### src/rtl/bpc_pkg.sv
package bpc_pkg;

  typedef enum logic [1:0] {
    COND_EQ   = 2'd0,
    COND_GT   = 2'd1,
    COND_LT   = 2'd2,
    COND_NONE = 2'd3
  } cond_e;

  localparam logic [1:0] FMT_BRANCH = 2'b10;
  localparam int         NUM_FLAGS  = 3;

endpackage

### src/rtl/bpc_decode.sv
module bpc_decode
  import bpc_pkg::*;
#(
  parameter int INSTR_W = 16,
  parameter int PC_W    = 16,
  parameter int TGT_LSB = 4,
  parameter int TGT_W   = 12
) (
  input  logic [INSTR_W-1:0] instr,
  output logic               is_branch,
  output cond_e              cond,
  output logic [PC_W-1:0]    target
);

  localparam int TGT_MSB = TGT_LSB + TGT_W - 1;
  localparam int PAD_W   = PC_W - TGT_W;

  always_comb begin
    is_branch = (instr[1:0] == FMT_BRANCH);
    cond      = cond_e'(instr[3:2]);
    target    = {{PAD_W{1'b0}}, instr[TGT_MSB:TGT_LSB]};
  end

endmodule

### src/rtl/bpc_cond_eval.sv
module bpc_cond_eval
  import bpc_pkg::*;
(
  input  logic                 is_branch,
  input  cond_e                cond,
  input  logic [NUM_FLAGS-1:0] flags,
  output logic                 take
);

  logic [NUM_FLAGS-1:0] hit;

  // Each code value picks the flag with the same index; the unused code has no flag
  for (genvar i = 0; i < NUM_FLAGS; i++) begin : g_hit
    assign hit[i] = (cond == cond_e'(i)) && flags[i];
  end

  assign take = is_branch && (|hit);

endmodule

### src/rtl/bpc_pc_reg.sv
module bpc_pc_reg #(
  parameter int PC_W    = 16,
  parameter int PC_STEP = 1
) (
  input  logic            clk,
  input  logic            rst,
  input  logic            step_en,
  input  logic            take,
  input  logic [PC_W-1:0] target,
  output logic [PC_W-1:0] pc,
  output logic            taken
);

  localparam logic [PC_W-1:0] STEP = PC_W'(PC_STEP);

  always_ff @(posedge clk) begin
    if (rst) begin
      pc    <= '0;
      taken <= 1'b0;
    end else if (step_en) begin
      pc    <= take ? target : pc + STEP;
      taken <= take;
    end else begin
      taken <= 1'b0;
    end
  end


  reset_state_chk: assert property (@(posedge clk) $past(rst) |-> (pc == '0 && !taken));


  hold_chk: assert property (@(posedge clk) disable iff (rst)
    !step_en |=> ($stable(pc) && !taken));


  step_chk: assert property (@(posedge clk) disable iff (rst)
    (step_en && !take) |=> (pc == $past(pc) + STEP && !taken));


  load_chk: assert property (@(posedge clk) disable iff (rst)
    (step_en && take) |=> (pc == $past(target) && taken));

endmodule

### src/rtl/branch_pc_unit.sv
module branch_pc_unit
  import bpc_pkg::*;
#(
  parameter int INSTR_W = 16,
  parameter int PC_W    = 16,
  parameter int TGT_LSB = 4,
  parameter int TGT_W   = 12,
  parameter int PC_STEP = 1
) (
  input  logic                 clk,
  input  logic                 rst,
  input  logic                 step_en,
  input  logic [INSTR_W-1:0]   instr,
  input  logic [NUM_FLAGS-1:0] flags,
  output logic [PC_W-1:0]      pc,
  output logic                 branch_taken
);

  logic            is_branch;
  cond_e           cond;
  logic [PC_W-1:0] target;
  logic            take;

  bpc_decode #(
    .INSTR_W(INSTR_W), .PC_W(PC_W), .TGT_LSB(TGT_LSB), .TGT_W(TGT_W)
  ) u_decode (
    .instr    (instr),
    .is_branch(is_branch),
    .cond     (cond),
    .target   (target)
  );

  bpc_cond_eval u_eval (
    .is_branch(is_branch),
    .cond     (cond),
    .flags    (flags),
    .take     (take)
  );

  bpc_pc_reg #(
    .PC_W(PC_W), .PC_STEP(PC_STEP)
  ) u_pc (
    .clk    (clk),
    .rst    (rst),
    .step_en(step_en),
    .take   (take),
    .target (target),
    .pc     (pc),
    .taken  (branch_taken)
  );


  never_cond_chk: assert property (@(posedge clk) disable iff (rst)
    (step_en && instr[1:0] == 2'b10 && instr[3:2] == 2'b11) |=> !branch_taken);


  zext_chk: assert property (@(posedge clk) disable iff (rst)
    branch_taken |-> (pc[PC_W-1:TGT_W] == '0));


  eq_taken_chk: assert property (@(posedge clk) disable iff (rst)
    (step_en && instr[1:0] == 2'b10 && instr[3:2] == 2'b00 && flags[0]) |=> branch_taken);

endmodule

### config.mk
export PLATFORM = sky130hd
export DESIGN_NAME = branch_pc_unit
export DESIGN_NICKNAME = d
export VERILOG_FILES = /design/src/rtl/bpc_pkg.sv /design/src/rtl/bpc_decode.sv /design/src/rtl/bpc_cond_eval.sv /design/src/rtl/bpc_pc_reg.sv /design/src/rtl/branch_pc_unit.sv
export SDC_FILE = /design/constraint.sdc
export NUM_CORES = 1
export LEC_CHECK = 0
export ABC_AREA = 1
export CORE_MARGIN = 2
export CORE_UTILIZATION = 45
export DETAILED_ROUTE_END_ITERATION = 12
export PLACE_DENSITY = 0.79
export RECOVER_POWER = 100
export SETUP_SLACK_MARGIN = 0.5
export SLEW_MARGIN = 20
export SYNTH_ARGS = -nofsm -noshare
export SYNTH_HDL_FRONTEND = slang
export SYNTH_SLANG_ARGS = --single-unit
### constraint.sdc
create_clock -name clk -period 1.6 [get_ports clk]
set_input_delay 0.16 -clock clk [delete_from_list [all_inputs] [get_ports clk]]
set_output_delay 0.16 -clock clk [all_outputs]
set_load 0.1 [all_outputs]
==> results.yml, run 1 <==
clock_network:
  htreeDepth: 1
  cts_sinks: 17
  clockBufferDepth: 2
  cts-root-buf: "clkbuf_4"
  cts_hold_buf: 0
  cts_buffers: 3
logic_synthesis:
  syn_area_um2: 1150
  synth.distinct_cells: 29
  synth_fp_nets: 205
  ys_ff_latch: 17
  synth.avg_cell_area_um2: 6.30
  yosysWarnings: 0
  ys_seq_area_share_pct: 29.7
  synth_cells: 182
place:
  pre_cts_ws_ns: -0.154
  portBuffers: 38
  gp_congestion: 0.858
  dpl.hpwl_um: 2630
global_route:
  antenna_found_initial: 0
  grt_max_degree: 10
floorplan:
  start_util_pct: 46.7
  std_cell_rows: 18
  die_y_um: 54.5
  fp.dieW_um: 54.5
  ios: 39
sta:
  grt_worst_setup_endpoint: "u_pc.pc[10]$_SDFFE_PP0P_/D"
  worst_endpoint_kind: "register data pin"
outcome:
  failing_step: "global routing (5_1_grt)"
  error: "[ERROR DPL-0033] detailed placement checks failed during check placement."
  status: "did not finish"
-- synth_stat cells --
| master | instances | area, um2 |
|---|---|---|
| nand2_2 | 3 | 18.8 |
| o211ai_1 | 1 | 7.51 |
| o21ai_0 | 8 | 40.0 |
| nand2_1 | 41 | 154 |
| nor3_1 | 4 | 20.0 |
| ha_1 | 1 | 12.5 |
| nand3_1 | 26 | 130 |
| dfxtp_1 | 17 | 340 |
| nand3_2 | 1 | 10.0 |
| nand4_2 | 1 | 12.5 |
| inv_2 | 2 | 7.51 |
| or2_0 | 2 | 12.5 |
| o21ai_1 | 1 | 5.00 |
| nand4_1 | 3 | 18.8 |
| nand3b_1 | 3 | 22.5 |
| nor2_4 | 3 | 33.8 |
| nand2_4 | 1 | 11.3 |
| buf_1 | 2 | 7.51 |
| nor2_2 | 3 | 18.8 |
| nor3b_2 | 1 | 12.5 |
| inv_1 | 21 | 78.8 |
| o22ai_1 | 1 | 6.26 |
| a21o_1 | 1 | 7.51 |
| nor2_1 | 20 | 75.1 |
| nor3b_1 | 1 | 7.51 |
| buf_2 | 3 | 15.0 |
| and3_1 | 1 | 6.26 |
| a21oi_2 | 1 | 8.76 |
| a21oi_1 | 9 | 45.0 |
-- repair_timing --
| item | 4_1_cts |
|---|---|
| pin swaps | 19 |
| setup endpoints to repair | 17 |
| cloned | 1 |
| gates resized for setup | 47 |
| buffers inserted | 25 |
-- per-stage QoR --
step                      setup TNS (ns)  instances  area (um2)  hold slack (ns)
after CTS                              0        281        2180            0.462
after detailed placement          -0.682        251        1820            0.519
after floorplan                        0        182        1210            0.323
after global placement                 0        251        1820            0.508
-- cell families after synthesis --
logic type / share of synthesized area (%)
AO/OA/AOI/OAI: 10.5
adder cells (fa/ha/maj): 1.09
AND/OR/NAND/NOR: 49.2
flip-flops: 29.7
buffers and inverters: 9.50
==> inputs of run 2 (changes only) <==
--- a/config.mk
+++ b/config.mk
@@ -6,12 +6,11 @@
 export NUM_CORES = 1
 export LEC_CHECK = 0
 export ABC_AREA = 1
-export CORE_MARGIN = 2
-export CORE_UTILIZATION = 45
+export CORE_AREA = 2 2 63 65
 export DETAILED_ROUTE_END_ITERATION = 12
-export PLACE_DENSITY = 0.79
+export DIE_AREA = 0 0 65 67
+export PLACE_DENSITY_LB_ADDON = 0.15
 export RECOVER_POWER = 100
-export SETUP_SLACK_MARGIN = 0.5
 export SLEW_MARGIN = 20
 export SYNTH_ARGS = -nofsm -noshare
 export SYNTH_HDL_FRONTEND = slang
==> run 2 against run 1 <==
Effect of this change:
- the run now ends clean
- synthesized cell count unchanged
- synthesized area unchanged
==> results.yml, run 2 <==
outcome:
  status: "complete, no violations"
clock_network:
  htreeDepth: 1
  cts_hold_buf: 0
  cts_buffers: 3
  cts_sinks: 17
  cts-root-buf: "clkbuf_8"
  cts_setup_buffers: 0
  insertion_delay_ns: 0.25
  clockBufferDepth: 2
  cts-resized-gates: 0
  cts_tree: "yes"
  path_clk_slew_ns: 0.07
global_route:
  grt-ovfl-total: 0
  track_usage_pct: 16.0
  antenna_found_initial: 0
  grt_pass1_wl_um: 5450
  grt_max_degree: 12
  grt_pass1_vias: 1188
logic_synthesis:
  synth_cells: 182
  synth_edf_count: 0
  synth_fp_nets: 205
  synth.distinct_cells: 29
  synth.most_common_cell: "nand2_1"
  syn_area_um2: 1150
  yosys.area.top_type: "dfxtp_1"
  synthArstFlopShare_pct: 0
  synth.avg_cell_area_um2: 6.30
  yosysWarnings: 0
  ys_ff_latch: 17
  synth_area_leaders: "dfxtp_1 30%, nand2_1 13%, nand3_1 11%"
  ys_seq_area_share_pct: 29.7
  ys_top_cells_by_count: "41 x nand2_1, 26 x nand3_1, 21 x inv_1, 20 x nor2_1, 17 x dfxtp_1"
  synth_top_area_share_pct: 29.7
  synth_ff_type: "dfxtp_1"
sta:
  slew_headroom_pct: 63.7
  finalCriticalPeriod_ns: 1.45
  fin_tns_setup_ns: 0
  final_max_slew_viol_count: 0
  rsz0062_at_grt: "no"
  worst_pin_slew_ns: 0.546
  timing.final.crit_share_pct: 90.4
  setup_ws_ns: 0.153
  fmaxAchievable_mhz: 691
  hold_viol_final: 0
  setup_viol: 0
  clock_skew_ns: 0.00549
worst_setup_path:
  crit_fanout: 6
  critPathBufInv: 0
  cpPeakStageDelay_ns: 0.49
  critical_path_class: "flop to flop"
  cp-start-kind: "flop"
  worstReg2RegStart: "u_pc.pc[6]"
  arrival_ns: 1.64
  cp.required_ns: 1.80
  reg2reg_to: "u_pc.pc[15]"
  cp.depth: 7
  path_delay_family: "simple AND/OR/NAND/NOR gates"
  cp-end-kind: "flop"
  cp_common_cell: "nand2_2"
  cp_slowest_cell: "dfxtp_1"
  r2r_slack_ns: 0.15
  worstPathCellList: "nand2_2, nor2_2, nand2_4, nor2_4, nand2_2, or2_0, a21oi_2"
  reg2reg_depth: 7
power:
  p_sw_share_pct: 33.4
  power_switching_w: 0.000366
  seq_power_share_pct: 41.9
  p_clk_share_pct: 30.1
  ir_drop_uv: 280
  p_leak_nw: 0.769
  power_frac_comb_pct: 28.0
  p_int_w: 0.000731
  power_density_nw_per_um2: 614
detailed_routing:
  final_antenna_net_count: 0
  routedWlPerCell_um: 11.3
  routed_via_density: 4.60
  drc: 0
  dr.pass1.iters: 4
  first_iter_violations: 51
  wirelength_um: 3150
  via_count: 1283
final_layout:
  fillers: 368
  largestRegisters: "u_pc.pc x16, u_pc.taken x1"
  antennaDiodeCount: 0
  drive_gt1_share_pct: 25.1
  layout.nets: 255
  areaGrowthSynthToFinish_pct: 56.0
  final_common_cell: "nand2_1"
  largest_reg_flops: 16
  mostFrequentLayoutCells: "41 x nand2_1, 26 x nand3_1, 21 x inv_1, 20 x nor2_1, 19 x clkdlybuf4s50_1"
  largest_register: "u_pc.pc"
floorplan:
  fp.dieW_um: 65
  ios: 39
  core_area_um2: 3610
  start_util_pct: 31.8
  die_y_um: 67
  std_cell_rows: 22
  die_area_um2: 4360
hold_path:
  holdPathStages: 2
  min-delay-start: "u_pc.pc[15]"
  min_to: "u_pc.pc[15]"
  hold_path_class: "flop to flop"
place:
  gp_congestion: 0.832
  dpl.hpwl_um: 2480
  pre_cts_ws_ns: -0.0148
  portBuffers: 38
flow_run:
  cap_viol_max_count: 0
[run 2: cell counts after synthesis]
No cell type changed its count.
[run 2: worst reg2reg max path, delay by kind of cell (launching register included)]
kind / cells / cell delay (ns)
simple gates: 6 / 0.80
flops: 1 / 0.49
compound gates: 1 / 0.11
[run 2: metal layers]
layer,wire length (um),vias to the layer above,global-route usage [%]
met2,1390,31,25.5
met4,22,0,4.79
met3,182,2,3.21
li1,-,689,-
met1,1560,561,21.7
met5,0,-,0
[run 2: area by class of cell]
type,instances,area (um2),share of cell area (%)
clock buffers,3,41.3,2.31
clock inverters,1,5.00,0.280
inverters,23,86.3,4.83
multi-input cells,137,704,39.4
flip-flops and latches,17,358,20.0
well taps,48,60.1,3.36
repair buffers,50,533,29.8
[run 2: power groups by stage]
stage                     Sequential, W  Clock [W]  Combinational [W]
final                          0.000460   0.000330           0.000308
after global routing           0.000462   0.000357           0.000334
after CTS                      0.000464   0.000343           0.000331
after detailed placement       0.000474          0           0.000330
after global placement         0.000474          0           0.000330
after floorplan                0.000561          0          0.0000874
[run 2: logic make-up after synthesis]
| group | share of synthesized area, % |
|---|---|
| AND/OR/NAND/NOR | 49.2 |
| buffers and inverters | 9.50 |
| AO/OA/AOI/OAI | 10.5 |
| flip-flops | 29.7 |
| adder cells (fa/ha/maj) | 1.09 |
[run 2: how the worst max path moves through the flow]
stage | start | endpoint | slack [ns]
finish | u_pc.pc[6] | u_pc.pc[15] | 0.15
global route | u_pc.pc[6] | u_pc.pc[15] | 0.01
CTS | u_pc.pc[1] | u_pc.pc[10] | 0.17
detailed placement | step_en | u_pc.pc[0] | -0.01
global placement | instr[2] | u_pc.pc[2] | -0.02
floorplan | u_pc.pc[8] | u_pc.pc[15] | 0.01
[run 2: stage by stage]
stage          cell area, um2  hold WS, ns  total power (W)  utilization, %  std cells
2_1_floorplan            1180        0.325         0.000648               -        182
3_3_place_gp             1860        0.512         0.000804            51.7        275
3_5_place_dp             1860        0.513         0.000804            51.7        275
4_1_cts                  1910        0.517          0.00114            52.9        279
5_1_grt                  1790        0.523          0.00115            49.6        279
6_report                 1790        0.497          0.00110            49.6        279
No activity file was read; power rests on OpenSTA's default activity.
